File: src/rtl/pp_dma_pkg.sv
package pp_dma_pkg;

  typedef enum logic [2:0] {
    ST_IDLE,
    ST_FETCH,
    ST_PUSH,
    ST_PULL,
    ST_STORE
  } eng_state_e;

  // slot word layout
  localparam int SLOT_W       = 64;
  localparam int SLOT_LEN_LSB = 32;
  localparam int SLOT_END_BIT = 63;

  // control/status bit positions
  localparam int CTL_DIR = 0;
  localparam int CTL_EN  = 1;
  localparam int CTL_RST = 2;
  localparam int CTL_VB  = 3;
  localparam int CTL_VA  = 4;

  // register word indices
  localparam logic [1:0] RW_SLOT_A = 2'd0;
  localparam logic [1:0] RW_SLOT_B = 2'd1;
  localparam logic [1:0] RW_CTL    = 2'd2;
  localparam logic [1:0] RW_DIAG   = 2'd3;

endpackage

File: src/rtl/pp_dma_regs.sv
module pp_dma_regs
  import pp_dma_pkg::*;
#(
  parameter int LEN_W = 12,
  parameter int NSLOT = 2
) (
  input  logic              clk,
  input  logic              rst,
  input  logic              reg_wr,
  input  logic [1:0]        reg_addr,
  input  logic [SLOT_W-1:0] reg_wdata,
  output logic [SLOT_W-1:0] reg_rdata,
  input  logic [NSLOT-1:0]  clr_valid,
  input  logic              eng_cur,
  input  logic              eng_active,
  input  logic [LEN_W-1:0]  eng_cnt,
  output logic [SLOT_W-1:0] slot_a,
  output logic [SLOT_W-1:0] slot_b,
  output logic [NSLOT-1:0]  slot_valid,
  output logic              ctl_dir,
  output logic              ctl_en,
  output logic              ctl_wr,
  output logic              soft_rst
);

  logic [SLOT_W-1:0] slot_mem [NSLOT];
  logic [NSLOT-1:0]  set_valid;

  assign ctl_wr   = reg_wr && (reg_addr == RW_CTL);
  assign soft_rst = ctl_wr && reg_wdata[CTL_RST];
  // index 0 is slot A, index 1 is slot B
  assign set_valid = ctl_wr ? {reg_wdata[CTL_VB], reg_wdata[CTL_VA]} : '0;

  for (genvar g = 0; g < NSLOT; g++) begin : g_slot
    always_ff @(posedge clk) begin
      if (rst)
        slot_mem[g] <= '0;
      else if (reg_wr && (reg_addr == 2'(g)))
        slot_mem[g] <= reg_wdata;
    end
  end

  assign slot_a = slot_mem[0];
  assign slot_b = slot_mem[1];

  always_ff @(posedge clk) begin
    if (rst) begin
      slot_valid <= '0;
      ctl_dir    <= 1'b0;
      ctl_en     <= 1'b0;
    end else begin
      if (soft_rst)
        slot_valid <= '0;
      else
        slot_valid <= (slot_valid & ~clr_valid) | set_valid;
      if (ctl_wr) begin
        ctl_dir <= reg_wdata[CTL_DIR];
        ctl_en  <= reg_wdata[CTL_EN];
      end
    end
  end

  logic [SLOT_W-1:0] ctl_word, diag_word;

  always_comb begin
    ctl_word          = '0;
    ctl_word[CTL_DIR] = ctl_dir;
    ctl_word[CTL_EN]  = ctl_en;
    ctl_word[CTL_VA]  = slot_valid[0];
    ctl_word[CTL_VB]  = slot_valid[1];
    diag_word         = SLOT_W'({eng_cnt, eng_active, eng_cur});
  end

  always_ff @(posedge clk) begin
    if (rst)
      reg_rdata <= '0;
    else begin
      unique case (reg_addr)
        RW_SLOT_A: reg_rdata <= slot_mem[0];
        RW_SLOT_B: reg_rdata <= slot_mem[1];
        RW_CTL:    reg_rdata <= ctl_word;
        default:   reg_rdata <= diag_word;
      endcase
    end
  end

endmodule

File: src/rtl/pp_dma_engine.sv
module pp_dma_engine
  import pp_dma_pkg::*;
#(
  parameter int ADDR_W  = 32,
  parameter int LEN_W   = 12,
  parameter int PAGE_W  = 12,
  parameter int ALIGN_W = 6
) (
  input  logic              clk,
  input  logic              rst,
  input  logic              soft_rst,
  input  logic              run_en,
  input  logic              dir,
  input  logic [SLOT_W-1:0] slot_a,
  input  logic [SLOT_W-1:0] slot_b,
  input  logic [1:0]        slot_valid,
  output logic              mem_req,
  output logic              mem_we,
  output logic [ADDR_W-1:0] mem_addr,
  output logic [7:0]        mem_wdata,
  input  logic              mem_gnt,
  input  logic [7:0]        mem_rdata,
  output logic              st_out_valid,
  output logic [7:0]        st_out_data,
  input  logic              st_out_ready,
  input  logic              st_in_valid,
  input  logic [7:0]        st_in_data,
  output logic              st_in_ready,
  output logic [1:0]        clr_valid,
  output logic              fin_ok,
  output logic              fin_err,
  output logic              fin_slot,
  output logic              fin_last,
  output logic              cur,
  output logic              active,
  output logic [LEN_W-1:0]  cnt
);

  localparam int SUM_W = PAGE_W + 1;
  localparam logic [SUM_W-1:0] PAGE_BYTES = {1'b1, {PAGE_W{1'b0}}};

  eng_state_e        state;
  logic [ADDR_W-1:0] ptr;
  logic              last_q;
  logic [7:0]        hold;

  logic [SLOT_W-1:0] sel;
  logic [ADDR_W-1:0] sel_base;
  logic [LEN_W-1:0]  sel_len;
  logic              sel_end;
  logic [SUM_W-1:0]  span;
  logic              crosses, misalign, bad, start, byte_done, final_beat;

  assign sel      = cur ? slot_b : slot_a;
  assign sel_base = sel[ADDR_W-1:0];
  assign sel_len  = sel[SLOT_LEN_LSB +: LEN_W];
  assign sel_end  = sel[SLOT_END_BIT];
  assign span     = SUM_W'(sel_base[PAGE_W-1:0]) + SUM_W'(sel_len);
  assign crosses  = span > PAGE_BYTES;
  assign misalign = dir && (|sel_base[ALIGN_W-1:0]);
  assign bad      = crosses || misalign;

  assign start      = run_en && !soft_rst && (state == ST_IDLE) && slot_valid[cur];
  assign byte_done  = run_en && !soft_rst &&
                      (((state == ST_PUSH) && st_out_ready) ||
                       ((state == ST_STORE) && mem_gnt));
  assign final_beat = byte_done && (cnt == LEN_W'(1));

  assign fin_ok    = (start && !bad && (sel_len == '0)) || final_beat;
  assign fin_err   = start && bad;
  assign fin_slot  = cur;
  assign fin_last  = start ? sel_end : last_q;
  assign clr_valid = (fin_ok || fin_err) ? (cur ? 2'b10 : 2'b01) : 2'b00;

  always_ff @(posedge clk) begin
    if (rst || soft_rst) begin
      state  <= ST_IDLE;
      cur    <= 1'b0;
      ptr    <= '0;
      cnt    <= '0;
      last_q <= 1'b0;
      hold   <= '0;
    end else if (run_en) begin
      unique case (state)
        ST_IDLE: begin
          if (start) begin
            if (bad || (sel_len == '0)) begin
              cur <= ~cur;
            end else begin
              ptr    <= sel_base;
              cnt    <= sel_len;
              last_q <= sel_end;
              state  <= dir ? ST_PULL : ST_FETCH;
            end
          end
        end
        ST_FETCH: begin
          if (mem_gnt) begin
            hold  <= mem_rdata;
            state <= ST_PUSH;
          end
        end
        ST_PUSH: begin
          if (st_out_ready) begin
            ptr <= ptr + ADDR_W'(1);
            cnt <= cnt - LEN_W'(1);
            if (cnt == LEN_W'(1)) begin
              state <= ST_IDLE;
              cur   <= ~cur;
            end else begin
              state <= ST_FETCH;
            end
          end
        end
        ST_PULL: begin
          if (st_in_valid) begin
            hold  <= st_in_data;
            state <= ST_STORE;
          end
        end
        ST_STORE: begin
          if (mem_gnt) begin
            ptr <= ptr + ADDR_W'(1);
            cnt <= cnt - LEN_W'(1);
            if (cnt == LEN_W'(1)) begin
              state <= ST_IDLE;
              cur   <= ~cur;
            end else begin
              state <= ST_PULL;
            end
          end
        end
        default: state <= ST_IDLE;
      endcase
    end
  end

  assign mem_req      = run_en && ((state == ST_FETCH) || (state == ST_STORE));
  assign mem_we       = (state == ST_STORE);
  assign mem_addr     = ptr;
  assign mem_wdata    = hold;
  assign st_out_valid = run_en && (state == ST_PUSH);
  assign st_out_data  = hold;
  assign st_in_ready  = run_en && (state == ST_PULL);
  assign active       = (state != ST_IDLE);

endmodule

File: src/rtl/pp_dma_irq.sv
module pp_dma_irq (
  input  logic clk,
  input  logic rst,
  input  logic fin_ok,
  input  logic fin_err,
  input  logic fin_slot,
  input  logic fin_last,
  output logic irq_a,
  output logic irq_b,
  output logic irq_err,
  output logic tc_pulse
);

  always_ff @(posedge clk) begin
    if (rst) begin
      irq_a    <= 1'b0;
      irq_b    <= 1'b0;
      irq_err  <= 1'b0;
      tc_pulse <= 1'b0;
    end else begin
      irq_a    <= fin_ok && !fin_slot;
      irq_b    <= fin_ok && fin_slot;
      irq_err  <= fin_err;
      tc_pulse <= fin_ok && fin_last;
    end
  end

endmodule

File: src/rtl/pingpong_dma.sv
module pingpong_dma
  import pp_dma_pkg::*;
#(
  parameter int ADDR_W  = 32,
  parameter int LEN_W   = 12,
  parameter int PAGE_W  = 12,
  parameter int ALIGN_W = 6
) (
  input  logic              clk,
  input  logic              rst,
  input  logic              reg_wr,
  input  logic [1:0]        reg_addr,
  input  logic [63:0]       reg_wdata,
  output logic [63:0]       reg_rdata,
  output logic              mem_req,
  output logic              mem_we,
  output logic [ADDR_W-1:0] mem_addr,
  output logic [7:0]        mem_wdata,
  input  logic              mem_gnt,
  input  logic [7:0]        mem_rdata,
  output logic              st_out_valid,
  output logic [7:0]        st_out_data,
  input  logic              st_out_ready,
  input  logic              st_in_valid,
  input  logic [7:0]        st_in_data,
  output logic              st_in_ready,
  output logic              tc_pulse,
  output logic              irq_a,
  output logic              irq_b,
  output logic              irq_err
);

  logic [SLOT_W-1:0] slot_a, slot_b;
  logic [1:0]        slot_valid, clr_valid;
  logic              run_en, ctl_dir, ctl_wr, soft_rst;
  logic              eng_cur, eng_active;
  logic [LEN_W-1:0]  eng_cnt;
  logic              fin_ok, fin_err, fin_slot, fin_last;

  pp_dma_regs #(.LEN_W(LEN_W), .NSLOT(2)) u_regs (
    .clk        (clk),
    .rst        (rst),
    .reg_wr     (reg_wr),
    .reg_addr   (reg_addr),
    .reg_wdata  (reg_wdata),
    .reg_rdata  (reg_rdata),
    .clr_valid  (clr_valid),
    .eng_cur    (eng_cur),
    .eng_active (eng_active),
    .eng_cnt    (eng_cnt),
    .slot_a     (slot_a),
    .slot_b     (slot_b),
    .slot_valid (slot_valid),
    .ctl_dir    (ctl_dir),
    .ctl_en     (run_en),
    .ctl_wr     (ctl_wr),
    .soft_rst   (soft_rst)
  );

  pp_dma_engine #(
    .ADDR_W(ADDR_W), .LEN_W(LEN_W), .PAGE_W(PAGE_W), .ALIGN_W(ALIGN_W)
  ) u_eng (
    .clk          (clk),
    .rst          (rst),
    .soft_rst     (soft_rst),
    .run_en       (run_en),
    .dir          (ctl_dir),
    .slot_a       (slot_a),
    .slot_b       (slot_b),
    .slot_valid   (slot_valid),
    .mem_req      (mem_req),
    .mem_we       (mem_we),
    .mem_addr     (mem_addr),
    .mem_wdata    (mem_wdata),
    .mem_gnt      (mem_gnt),
    .mem_rdata    (mem_rdata),
    .st_out_valid (st_out_valid),
    .st_out_data  (st_out_data),
    .st_out_ready (st_out_ready),
    .st_in_valid  (st_in_valid),
    .st_in_data   (st_in_data),
    .st_in_ready  (st_in_ready),
    .clr_valid    (clr_valid),
    .fin_ok       (fin_ok),
    .fin_err      (fin_err),
    .fin_slot     (fin_slot),
    .fin_last     (fin_last),
    .cur          (eng_cur),
    .active       (eng_active),
    .cnt          (eng_cnt)
  );

  pp_dma_irq u_irq (
    .clk      (clk),
    .rst      (rst),
    .fin_ok   (fin_ok),
    .fin_err  (fin_err),
    .fin_slot (fin_slot),
    .fin_last (fin_last),
    .irq_a    (irq_a),
    .irq_b    (irq_b),
    .irq_err  (irq_err),
    .tc_pulse (tc_pulse)
  );

endmodule

File: config.mk
export PLATFORM = sky130hd
export DESIGN_NAME = pingpong_dma
export DESIGN_NICKNAME = d
export VERILOG_FILES = /design/src/rtl/pp_dma_pkg.sv /design/src/rtl/pp_dma_regs.sv /design/src/rtl/pp_dma_engine.sv /design/src/rtl/pp_dma_irq.sv /design/src/rtl/pingpong_dma.sv
export SDC_FILE = /design/constraint.sdc
export NUM_CORES = 1
export LEC_CHECK = 0
export BUFFER_PORTS_ARGS = -buffer_cell sky130_fd_sc_hd__buf_2
export CAP_MARGIN = 20
export CORE_MARGIN = 10
export CORE_UTILIZATION = 25
export DETAILED_ROUTE_END_ITERATION = 7
export SETUP_SLACK_MARGIN = 0.3
export SYNTH_ARGS = -nofsm -noshare
export SYNTH_HDL_FRONTEND = slang
export SYNTH_SLANG_ARGS = --single-unit
File: constraint.sdc
create_clock -name clk -period 5.24 [get_ports clk]
set_clock_uncertainty 0.1 [all_clocks]
set_input_delay 0.262 -clock clk [delete_from_list [all_inputs] [get_ports clk]]
set_output_delay 0.262 -clock clk [all_outputs]
set_load 0.01 [all_outputs]
Word-level counts from Yosys, hierarchy flattened. Memories as Yosys holds them, arrays and structs flattened. Cells that the tools add are included.

Bits in registers: 129. Word-level logic and storage cells: 132. Bits of input ports: 88. Memories: 1. Output and inout bits: 120. Bits in writable memories: 128.

Memory list: u_regs.slot_mem (depth 2, bits a word 64, rd ports 2, clocked after memory_dff 0, write ports 2, RTL line pp_dma_regs.sv:26) `logic [SLOT_W-1:0] slot_mem [NSLOT];`.

Reductions and logical operators: 44. Equal/unequal tests: 14. Magnitude comparators: 2. $add $sub $neg: 3. Mux-type cells: 47. Bitwise gates (word level): 7.

Operators with widths (count): two-way mux 64 bit (3); case mux 64 bit (3 select lines) (1); two-way mux 32 bit (4); case mux 32 bit (3 select lines) (1); two-way mux 12 bit (4); case mux 12 bit (3 select lines) (1); adder 32 x 1 -> 32 bit, second input constant (1); logical AND 1 bit (21); two-way mux 3 bit (6); two-way mux 1 bit (17); two-way mux 8 bit (2); case mux 8 bit (2 select lines) (1); case mux 3 bit (5 select lines) (1); adder 12 x 12 -> 13 bit (1); greater-than comparator 13 bit, second input constant (1); == test 12 x 1 -> 1 bit, second input constant (1); logical NOT 12 bit (1); AND reduction 6 bit (2); subtractor 12 x 1 -> 12 bit, second input constant (1); two-way mux 2 bit (5); != test 2 bit, second input constant (5); AND reduction 4 bit (2); logical OR 1 bit (7); AND reduction 7 bit (1); other kinds (20) (27).

Logic depth before layout (Yosys ltp). Gate-level depths: netlist of run 1.

Depth in word-level cells: 15. Gate-level depth with buffers: 15. Depth with buffers taken out: 12.

Hierarchy. From an unflattened synthesis of run 1, not the netlist that was laid out.

Cells, all modules: 1189. Area total of the unflattened synthesis: 12446.9 sq um.

Modules (own cells, without submodules): pp_dma_regs (sequential area each 5205.0 sq um, area an instance 7435.9 sq um, times used 1, cells each 522); pp_dma_engine (sequential area each 1141.1 sq um, area an instance 4899.7 sq um, times used 1, cells each 659); pp_dma_irq (sequential area each 80.1 sq um, area an instance 111.4 sq um, times used 1, cells each 8).

Worst setup path before layout of run 1. No wires, ideal clock.

Path type: input-to-reg. Start point: input port reg_addr[1]. End point: memory u_regs.slot_mem[1][0], enable pin. Buffers on the path: 2. Setup time: 0.499 ns. Slack: 0.922 ns. Required time: 4.641 ns. Stages: 3. Arrival time: 3.719 ns. Path through: clkbuf_1 clkbuf_1 o21bai_1.

RTL lines: start, declared (RTL line pingpong_dma.sv:12) `input logic [1:0] reg_addr,`; end, declared (RTL line pp_dma_regs.sv:26).

Worst setup path after layout of run 1.
Start point: register u_eng.cur. End point: register u_eng.ptr[1], in the netlist u_eng.mem_addr[1].

Cells in the longest elaborated chain, start to end: 7. Elaborated cells on any way between the ends: 17. Classes of those cells: 1 x add/sub; 1 x order compare; 2 x eq/ne; 6 x mux; 7 x reduce/logical.

RTL lines: start, declared (RTL line pp_dma_engine.sv:34) `output logic cur,`; start signal, assigned (RTL line pp_dma_engine.sv:88) `cur <= ~cur;`; start signal, assigned (RTL line pp_dma_engine.sv:109) `cur <= ~cur;`; start signal, assigned (RTL line pp_dma_engine.sv:127) `cur <= ~cur;`; two-way mux 64 bit (RTL line pp_dma_engine.sv:54) `assign sel = cur ? slot_b : slot_a;`; adder 12 x 12 -> 13 bit or OR reduction 6 bit (tied branches) (RTL line pp_dma_engine.sv:58, pp_dma_engine.sv:60); greater-than comparator 13 bit or logical AND 1 bit (tied branches) (RTL line pp_dma_engine.sv:59, pp_dma_engine.sv:60); logical OR 1 bit (RTL line pp_dma_engine.sv:61) `assign bad = crosses || misalign;`; logical OR 1 bit (RTL line pp_dma_engine.sv:87) `if (bad || (sel_len == '0)) begin`; != test 2 bit (no line); AND reduction 6 bit (no line); end signal, assigned (RTL line pp_dma_engine.sv:90) `ptr <= sel_base;`; end signal, assigned (RTL line pp_dma_engine.sv:105) `ptr <= ptr + ADDR_W'(1);`; end signal, assigned (RTL line pp_dma_engine.sv:123) `ptr <= ptr + ADDR_W'(1);`; end, declared (RTL line pp_dma_engine.sv:43) `logic [ADDR_W-1:0] ptr;`.

Several ways; a longest one is shown, not always the timed one. The select of a mux whose other input is x is not followed. A chain may end at the register's enable or synchronous reset.

==> results of run 1 <==
-- critical path, stage by stage, from the launching register on --
cell and delay [ns]:
dfxtp_2 0.56, buf_12 0.24, mux2_2 0.37, ha_1 0.39, a21oi_1 0.35, nand2_1 0.13
a31o_1 0.25, or3_1 0.31, a21o_1 0.20, a2111oi_4 0.41, buf_4 0.22, o21ai_4 0.06
buf_4 0.34, and2_1 0.26, o21a_1 0.17
-- power by group --
group / switching (W) / internal [W] / total (W)
registers: 0.0000470 / 0.00222 / 0.00226
clock network: 0.000932 / 0.00142 / 0.00235
logic: 0.000268 / 0.000207 / 0.000474
-- logic make-up (layout without fill, tap and decap cells) --
kind of cell    after synthesis  in the layout
fa+ha+maj                    16             16
buf+inv                      96            370
simple gates                456            456
other cells                   0              2
flops                       257            257
compound gates              226            226
mux                         117            117
xor+xnor                      8              8
-- worst max path at each step --
stage,from,end,slack (ns),cells past startpoint
6_report,u_eng.cur,u_eng.mem_addr[1],0.74,14
5_1_grt,u_eng.cur,u_eng.cnt[2],0.45,14
4_1_cts,u_eng.cur,u_eng.mem_addr[1],0.79,14
3_5_place_dp,u_eng.cur,u_eng.cnt[8],0.80,12
3_3_place_gp,u_eng.cur,u_eng.mem_addr[1],0.87,14
2_1_floorplan,reg_addr[1],u_regs.slot_mem[1][0],0.92,3
-- metal layers --
layer / up-vias / global-route usage (%) / wire length [um]
met5: - / 0 / 7
met4: 2 / 4.77 / 1070
met3: 69 / 3.78 / 2750
met2: 290 / 23.6 / 19600
met1: 4791 / 15.4 / 16300
li1: 4755 / - / -
-- per-stage QoR --
step	std cells	util [%]	setup WS, ns	instance area [um2]	hold slack, ns
2_1_floorplan	1176	-	0.922	12100	0.301
3_3_place_gp	1928	28.8	0.871	13800	0.358
3_5_place_dp	1928	28.8	0.798	13800	0.366
4_1_cts	2064	32.7	0.785	15700	0.00774
5_1_grt	2066	32.8	0.455	15700	0.0786
6_report	2067	32.8	0.739	15700	0.0417
-- timing repair --
item,4_1_cts,5_1_grt
buffers inserted,0,0
hold endpoints to repair,139,0
hold buffers,74,0
-- cells in the final DEF, fill, tap and decap left out, types with 9 or more instances in the layout --
cell,n
buf_2,206
and2_1,132
nor2_1,131
dfxtp_1,128
edfxtp_1,128
a21oi_1,82
mux2i_1,74
dlygate4sd3_1,74
nand2_1,64
mux2_2,38
o21ai_0,37
clkbuf_16,35
nor3_1,32
nand3_1,26
a22oi_1,17
buf_4,17
ha_1,15
a31oi_1,12
nor4_1,11
o211ai_1,11
nand4_1,10
inv_1,9
-- area by class of cell --
| cell class | instances | area [um2] | share of cell area, % |
|---|---|---|---|
| clock inverter | 17 | 161 | 1.03 |
| tap | 615 | 769 | 4.91 |
| antenna | 2 | 5.00 | 0.0319 |
| timing repair buffer | 299 | 1940 | 12.4 |
| clock buffer | 45 | 973 | 6.21 |
| sequential | 257 | 6430 | 41.0 |
| inverter | 9 | 33.8 | 0.215 |
| multi-input combinational | 823 | 5380 | 34.3 |
-- sequential cells by signal (all words and copies together), names as in the netlist --
signal / count
u_regs.ctl_en: 1
u_eng.cur: 1
u_eng.state: 3
u_regs.reg_rdata: 64
u_irq.irq_a: 1
u_regs.ctl_dir: 1
u_eng.mem_addr: 32
u_irq.irq_err: 1
u_regs.slot_valid: 2
u_eng.last_q: 1
u_regs.slot_mem: 128
u_irq.tc_pulse: 1
u_eng.cnt: 12
u_irq.irq_b: 1
u_eng.mem_wdata: 8
==> metrics.txt, run 1 <==
status finished, final reports clean; DR iter-0 viols 518; Bufs on Longest Clock Path 3; top cell type's share of synthesized area 31.6%; clock transition at the registers of the reported paths 0.06 ns; Worst Max-Slew Pin Slew 1.05 ns; CP Launch Type flop; distinct cell type count after synthesis 59; Worst Min Path Start st_in_data[6]; Post-synth EDFFs 128; Resize count post-CTS 0; initial antenna violation count 3; clk sink count 257; Final Critical Period 4.50 ns; Clock H-tree levels 2; io pins 208; DR WL/cell 19.2 um; Root Buffer clkbuf_16; Reg2Reg Depth 14; pwr/cell area 324 nW/um2; async set-reset flop share out of synthesis 0%; first-pass GRT wire length 60,400 um; layout cell share with drive strength beyond 1 24.3%; RR Endpoint u_eng.mem_addr[1]; Core ar. 47,800 um2; Total Power 0.00509 W; fillcell total 4,848; Worst Hold Endpoint u_eng.mem_wdata[6]; worst min-delay path class in -> reg; critical setup path kind reg -> reg; die width 240 um; worst reg2reg startpoint u_eng.cur; area of the mapped netlist 12,100 um2; syn nets 1,280; simple-gate portion of the synthesized area 19.1%; row count 80; worst-path maximum fanout 62; DR vias 9,907; NumNets Final 1,528; dominant cell by count in the synthesized netlist nor2_1; DR vias/cell 4.79; Slew Limit Fails 0; Hold Vio Cnt, Final 0; final setup fails 0; wirelength, routed 39,700 um; Pleak 6.32 nW; Yosys warnings 0; Synth Area in Compound Gates 12.0%; worst ir drop on vdd 0.233 mV; die area 57,800 um2; # DRC 0; maxcap violations 0; Placer Congestion 0.859; CTS tree built; vias in the first global route 10.2k; worst slew margin relative to its limit 30.1%; post-synthesis sequential area ratio 52.9%; first-pass detailed-route iteration total 5; Buffers on Ports 207; r2r setup slk 0.74 ns; synthesized instance count 1,176; chip height 240 um; largest family of logic cells by synthesized area simple AND/OR/NAND/NOR gates; remaining antenna violation count 0; CP Data Arrival Time 4.84 ns; worst endpoint required time 5.58 ns; pin count of the biggest net entering global routing 65; RSZ-0062 raised after global routing no; Syn-to-layout area delta 29.2%; Mapped Avg Cell Area 10.3 um2; Final period util 85.9%; f_max 222 MHz; CP endpoint kind flop; mux share of post-synthesis cell area 10.5%; final HPWL from detailed placement 27,000 um; CTS Buf Count 34; Post-Synth XOR/XNOR Area 0.577%; Yosys top cell by area edfxtp_1; gr ovfl total 0; adder-cell share of the synthesized area 1.71%; worst skew pair latency 0.55 ns; Min-Delay Path Depth 5; Initial Util 25.4%; #FFs+latches synth 257; gr usage total 13.5%; ranking of synthesized cells by area edfxtp_1 (32%), dfxtp_1 (21%), and2_1 (6.8%); Sum Neg Setup Slack 0 ns; predominant post-synthesis flop cell dfxtp_1; Synth top cells by count nor2_1 (133), and2_1 (132), dfxtp_1 (129)
(Power assumes the default switching activity.)
==> run 2: changes to the inputs <==
--- a/config.mk
+++ b/config.mk
@@ -8,8 +8,9 @@
 export BUFFER_PORTS_ARGS = -buffer_cell sky130_fd_sc_hd__buf_2
 export CAP_MARGIN = 20
 export CORE_MARGIN = 10
-export CORE_UTILIZATION = 25
+export CORE_UTILIZATION = 45
 export DETAILED_ROUTE_END_ITERATION = 7
+export PLACE_DENSITY = 0.66
 export SETUP_SLACK_MARGIN = 0.3
 export SYNTH_ARGS = -nofsm -noshare
 export SYNTH_HDL_FRONTEND = slang
==> metrics.txt, run 2 (synthesis gave the netlist of run 1 again) <==
Comb power frac 10.2% (+0.9 points); Final period util 85.3% (-0.60 points); chip height 184 um (-23%); # hold bufs at CTS 68 (-8.1%); Critical Path End u_eng.cnt[11]; DR iter-0 viols 770 (+49%); initial antenna violation count 3 (unchanged); Resize count post-CTS 0 (unchanged); Switch Pwr 0.00109 W (-13%); Initial Util 45.4% (+20 points); worst min-delay path class in -> reg; DR vias 9,692 (-2.2%); worst skew pair latency 0.55 ns (about the same); Reg2Reg Depth 12 (-2); Buffers on Ports 207 (unchanged); DR WL/cell 19.4 um (+0.84%); remaining antenna violation count 0 (unchanged); critical-path cell list buf_4 -> mux2_2 -> ha_1 -> a21oi_1 -> nand2_1 -> a31o_1 -> or3_1 -> a21o_1 -> a2111oi_4 -> o21a_2 -> o21ai_0 -> a31o_2; f_max 224 MHz (+0.70%); # DRC 0 (unchanged); largest stage delay on the critical path 0.61 ns (+0.05 ns); first-pass detailed-route iteration total 6 (+1); Placer Congestion 0.898 (+4.5%); clk sink count 257 (unchanged); CTS tree built; count of non-filler cells in the finished layout 1,777 (-14%); DR vias/cell 5.45 (+14%); Internal Power 0.00344 W (-10%); most frequent cells in the layout buf_2 (206), and2_1 (132), nor2_1 (131); CP endpoint kind flop; die area 34,000 um2 (-41%); pin count of the biggest net entering global routing 65 (unchanged); Syn-to-layout area delta 23.4%; number of flip-flops under the largest register name 128 (unchanged); Worst Max-Slew Pin Slew 1.04 ns (-0.0116 ns); Hold Vio Cnt, Final 0 (unchanged); final setup fails 0 (unchanged); io pins 208 (unchanged); total setup buffers inserted after CTS 0 (unchanged); Biggest register u_regs.slot_mem; row count 60 (-25%); register share of total power 50.0% (+5.5 points); Pleak 6.14 nW (-2.8%); layout cell share with drive strength beyond 1 23.5% (-0.83 points); maxcap violations 0 (unchanged); CTS Buf Count 28 (-18%); Core ar. 26,700 um2 (-44%); sw frac 24.1% (-0.45 points); Crit path depth 12 (-2); Slew Limit Fails 0 (unchanged); gr ovfl total 0 (unchanged); Bufs on Longest Clock Path 3 (unchanged); worst-path maximum fanout 26 (-58%); CP Data Arrival Time 4.80 ns (-0.04 ns); first-pass GRT wire length 53,600 um (-11%); pwr/cell area 302 nW/um2 (-6.8%); die width 184 um (-23%); clock group share of total power 39.9% (-6.3 points); crit path from u_eng.cur; worst reg2reg startpoint u_eng.cur; commonest non-fill, non-tap cell in the layout buf_2; CP max stage cell o21a_2; Layout Utilization 56.1% (+23 points); worst ir drop on vdd 0.261 mV (+12%); Root Buffer clkbuf_16; gr usage total 19.7% (+6.3 points); RR Endpoint u_eng.cnt[11]; Final Critical Period 4.47 ns (-0.0312 ns); Largest delay share family, worst path compound AO/OA/AOI/OAI gates; worst slew margin relative to its limit 30.6% (+0.53 points); WP buf/inv 1 (-2); vias in the first global route 9,632 (-5.4%); Clock H-tree levels 1 (-1); NumNets Final 1,517 (-0.72%); status finished, final reports clean; critical setup path kind reg -> reg; RSZ-0062 raised after global routing no; # placed instances 1,656 (-14%); Sum Neg Setup Slack 0 ns (unchanged); r2r setup slk 0.77 ns (+0.03 ns); final HPWL from detailed placement 23,200 um (-14%); clock transition at the registers of the reported paths 0.06 ns (about the same); worst endpoint required time 5.57 ns (about the same); CP Launch Type flop; wirelength, routed 34,400 um (-13%)
## run 2: cell types whose count changed in the layout (fill, tap and decap cells not counted), sizes merged
cell         change
bufinv           -2
clkbuf           -7
diode            +1
dlygate4sd3      -6
buf              +1
inv              -4
clkinv           +1
## run 2: tightest hold or removal path: stages
cell	delay, ns
buf_2	0.10
nand2_1	0.04
a21oi_1	0.06
a21oi_1	0.11
nor2_1	0.04
## run 2: worst min-delay path by stage
stage | to | cells past startpoint | slack, ns | from
floorplan | u_regs.ctl_en | 2 | 0.30 | reg_wdata[1]
global placement | u_regs.reg_rdata[49] | 2 | 0.36 | u_regs.slot_mem[0][49]
detailed placement | u_regs.reg_rdata[55] | 2 | 0.37 | u_regs.slot_mem[0][55]
CTS | u_eng.mem_wdata[7] | 5 | 0.006 | mem_rdata[7]
global route | u_eng.mem_wdata[2] | 5 | 0.04 | mem_rdata[2]
finish | u_eng.mem_wdata[2] | 5 | 0.02 | mem_rdata[2]
## run 2: per-stage QoR
| step | hold slack, ns | setup slack, ns | total power (W) | cell area (um2) |
|---|---|---|---|---|
| 2_1_floorplan | 0.301 | 0.922 | 0.00256 | 12100 |
| 3_3_place_gp | 0.358 | 0.885 | 0.00272 | 13500 |
| 3_5_place_dp | 0.367 | 0.834 | 0.00272 | 13500 |
| 4_1_cts | 0.00645 | 0.776 | 0.00457 | 15000 |
| 5_1_grt | 0.0431 | 0.525 | 0.00471 | 15000 |
| 6_report | 0.0211 | 0.770 | 0.00453 | 15000 |
## run 2: layout make-up
type                            instances  area [um2]
Fill cell                            2337       11700
Sequential cell                       257        6430
Multi-Input combinational cell        823        5370
Timing Repair Buffer                  294        1890
Clock buffer                           38         768
Tap cell                              341         427
Clock inverter                         12        68.8
Inverter                                9        33.8
Antenna cell                            3        7.51
## run 2: power by group through the flow
| stage | clock network, W | registers (W) | logic, W |
|---|---|---|---|
| 4_1_cts | 0.00184 | 0.00226 | 0.000461 |
| 2_1_floorplan | 0 | 0.00231 | 0.000253 |
| 6_report | 0.00181 | 0.00226 | 0.000460 |
| 3_3_place_gp | 0 | 0.00230 | 0.000414 |
| 5_1_grt | 0.00194 | 0.00227 | 0.000504 |
| 3_5_place_dp | 0 | 0.00230 | 0.000418 |
## run 2: metal layers
metal / track usage (%) / vias up / part of all wire, %
li1: - / 4720 / -
met1: 24.4 / 4598 / 42
met2: 33.3 / 311 / 48
met3: 4.61 / 63 / 7.4
met4: 6.33 / 0 / 2.8
met5: 0 / - / 0
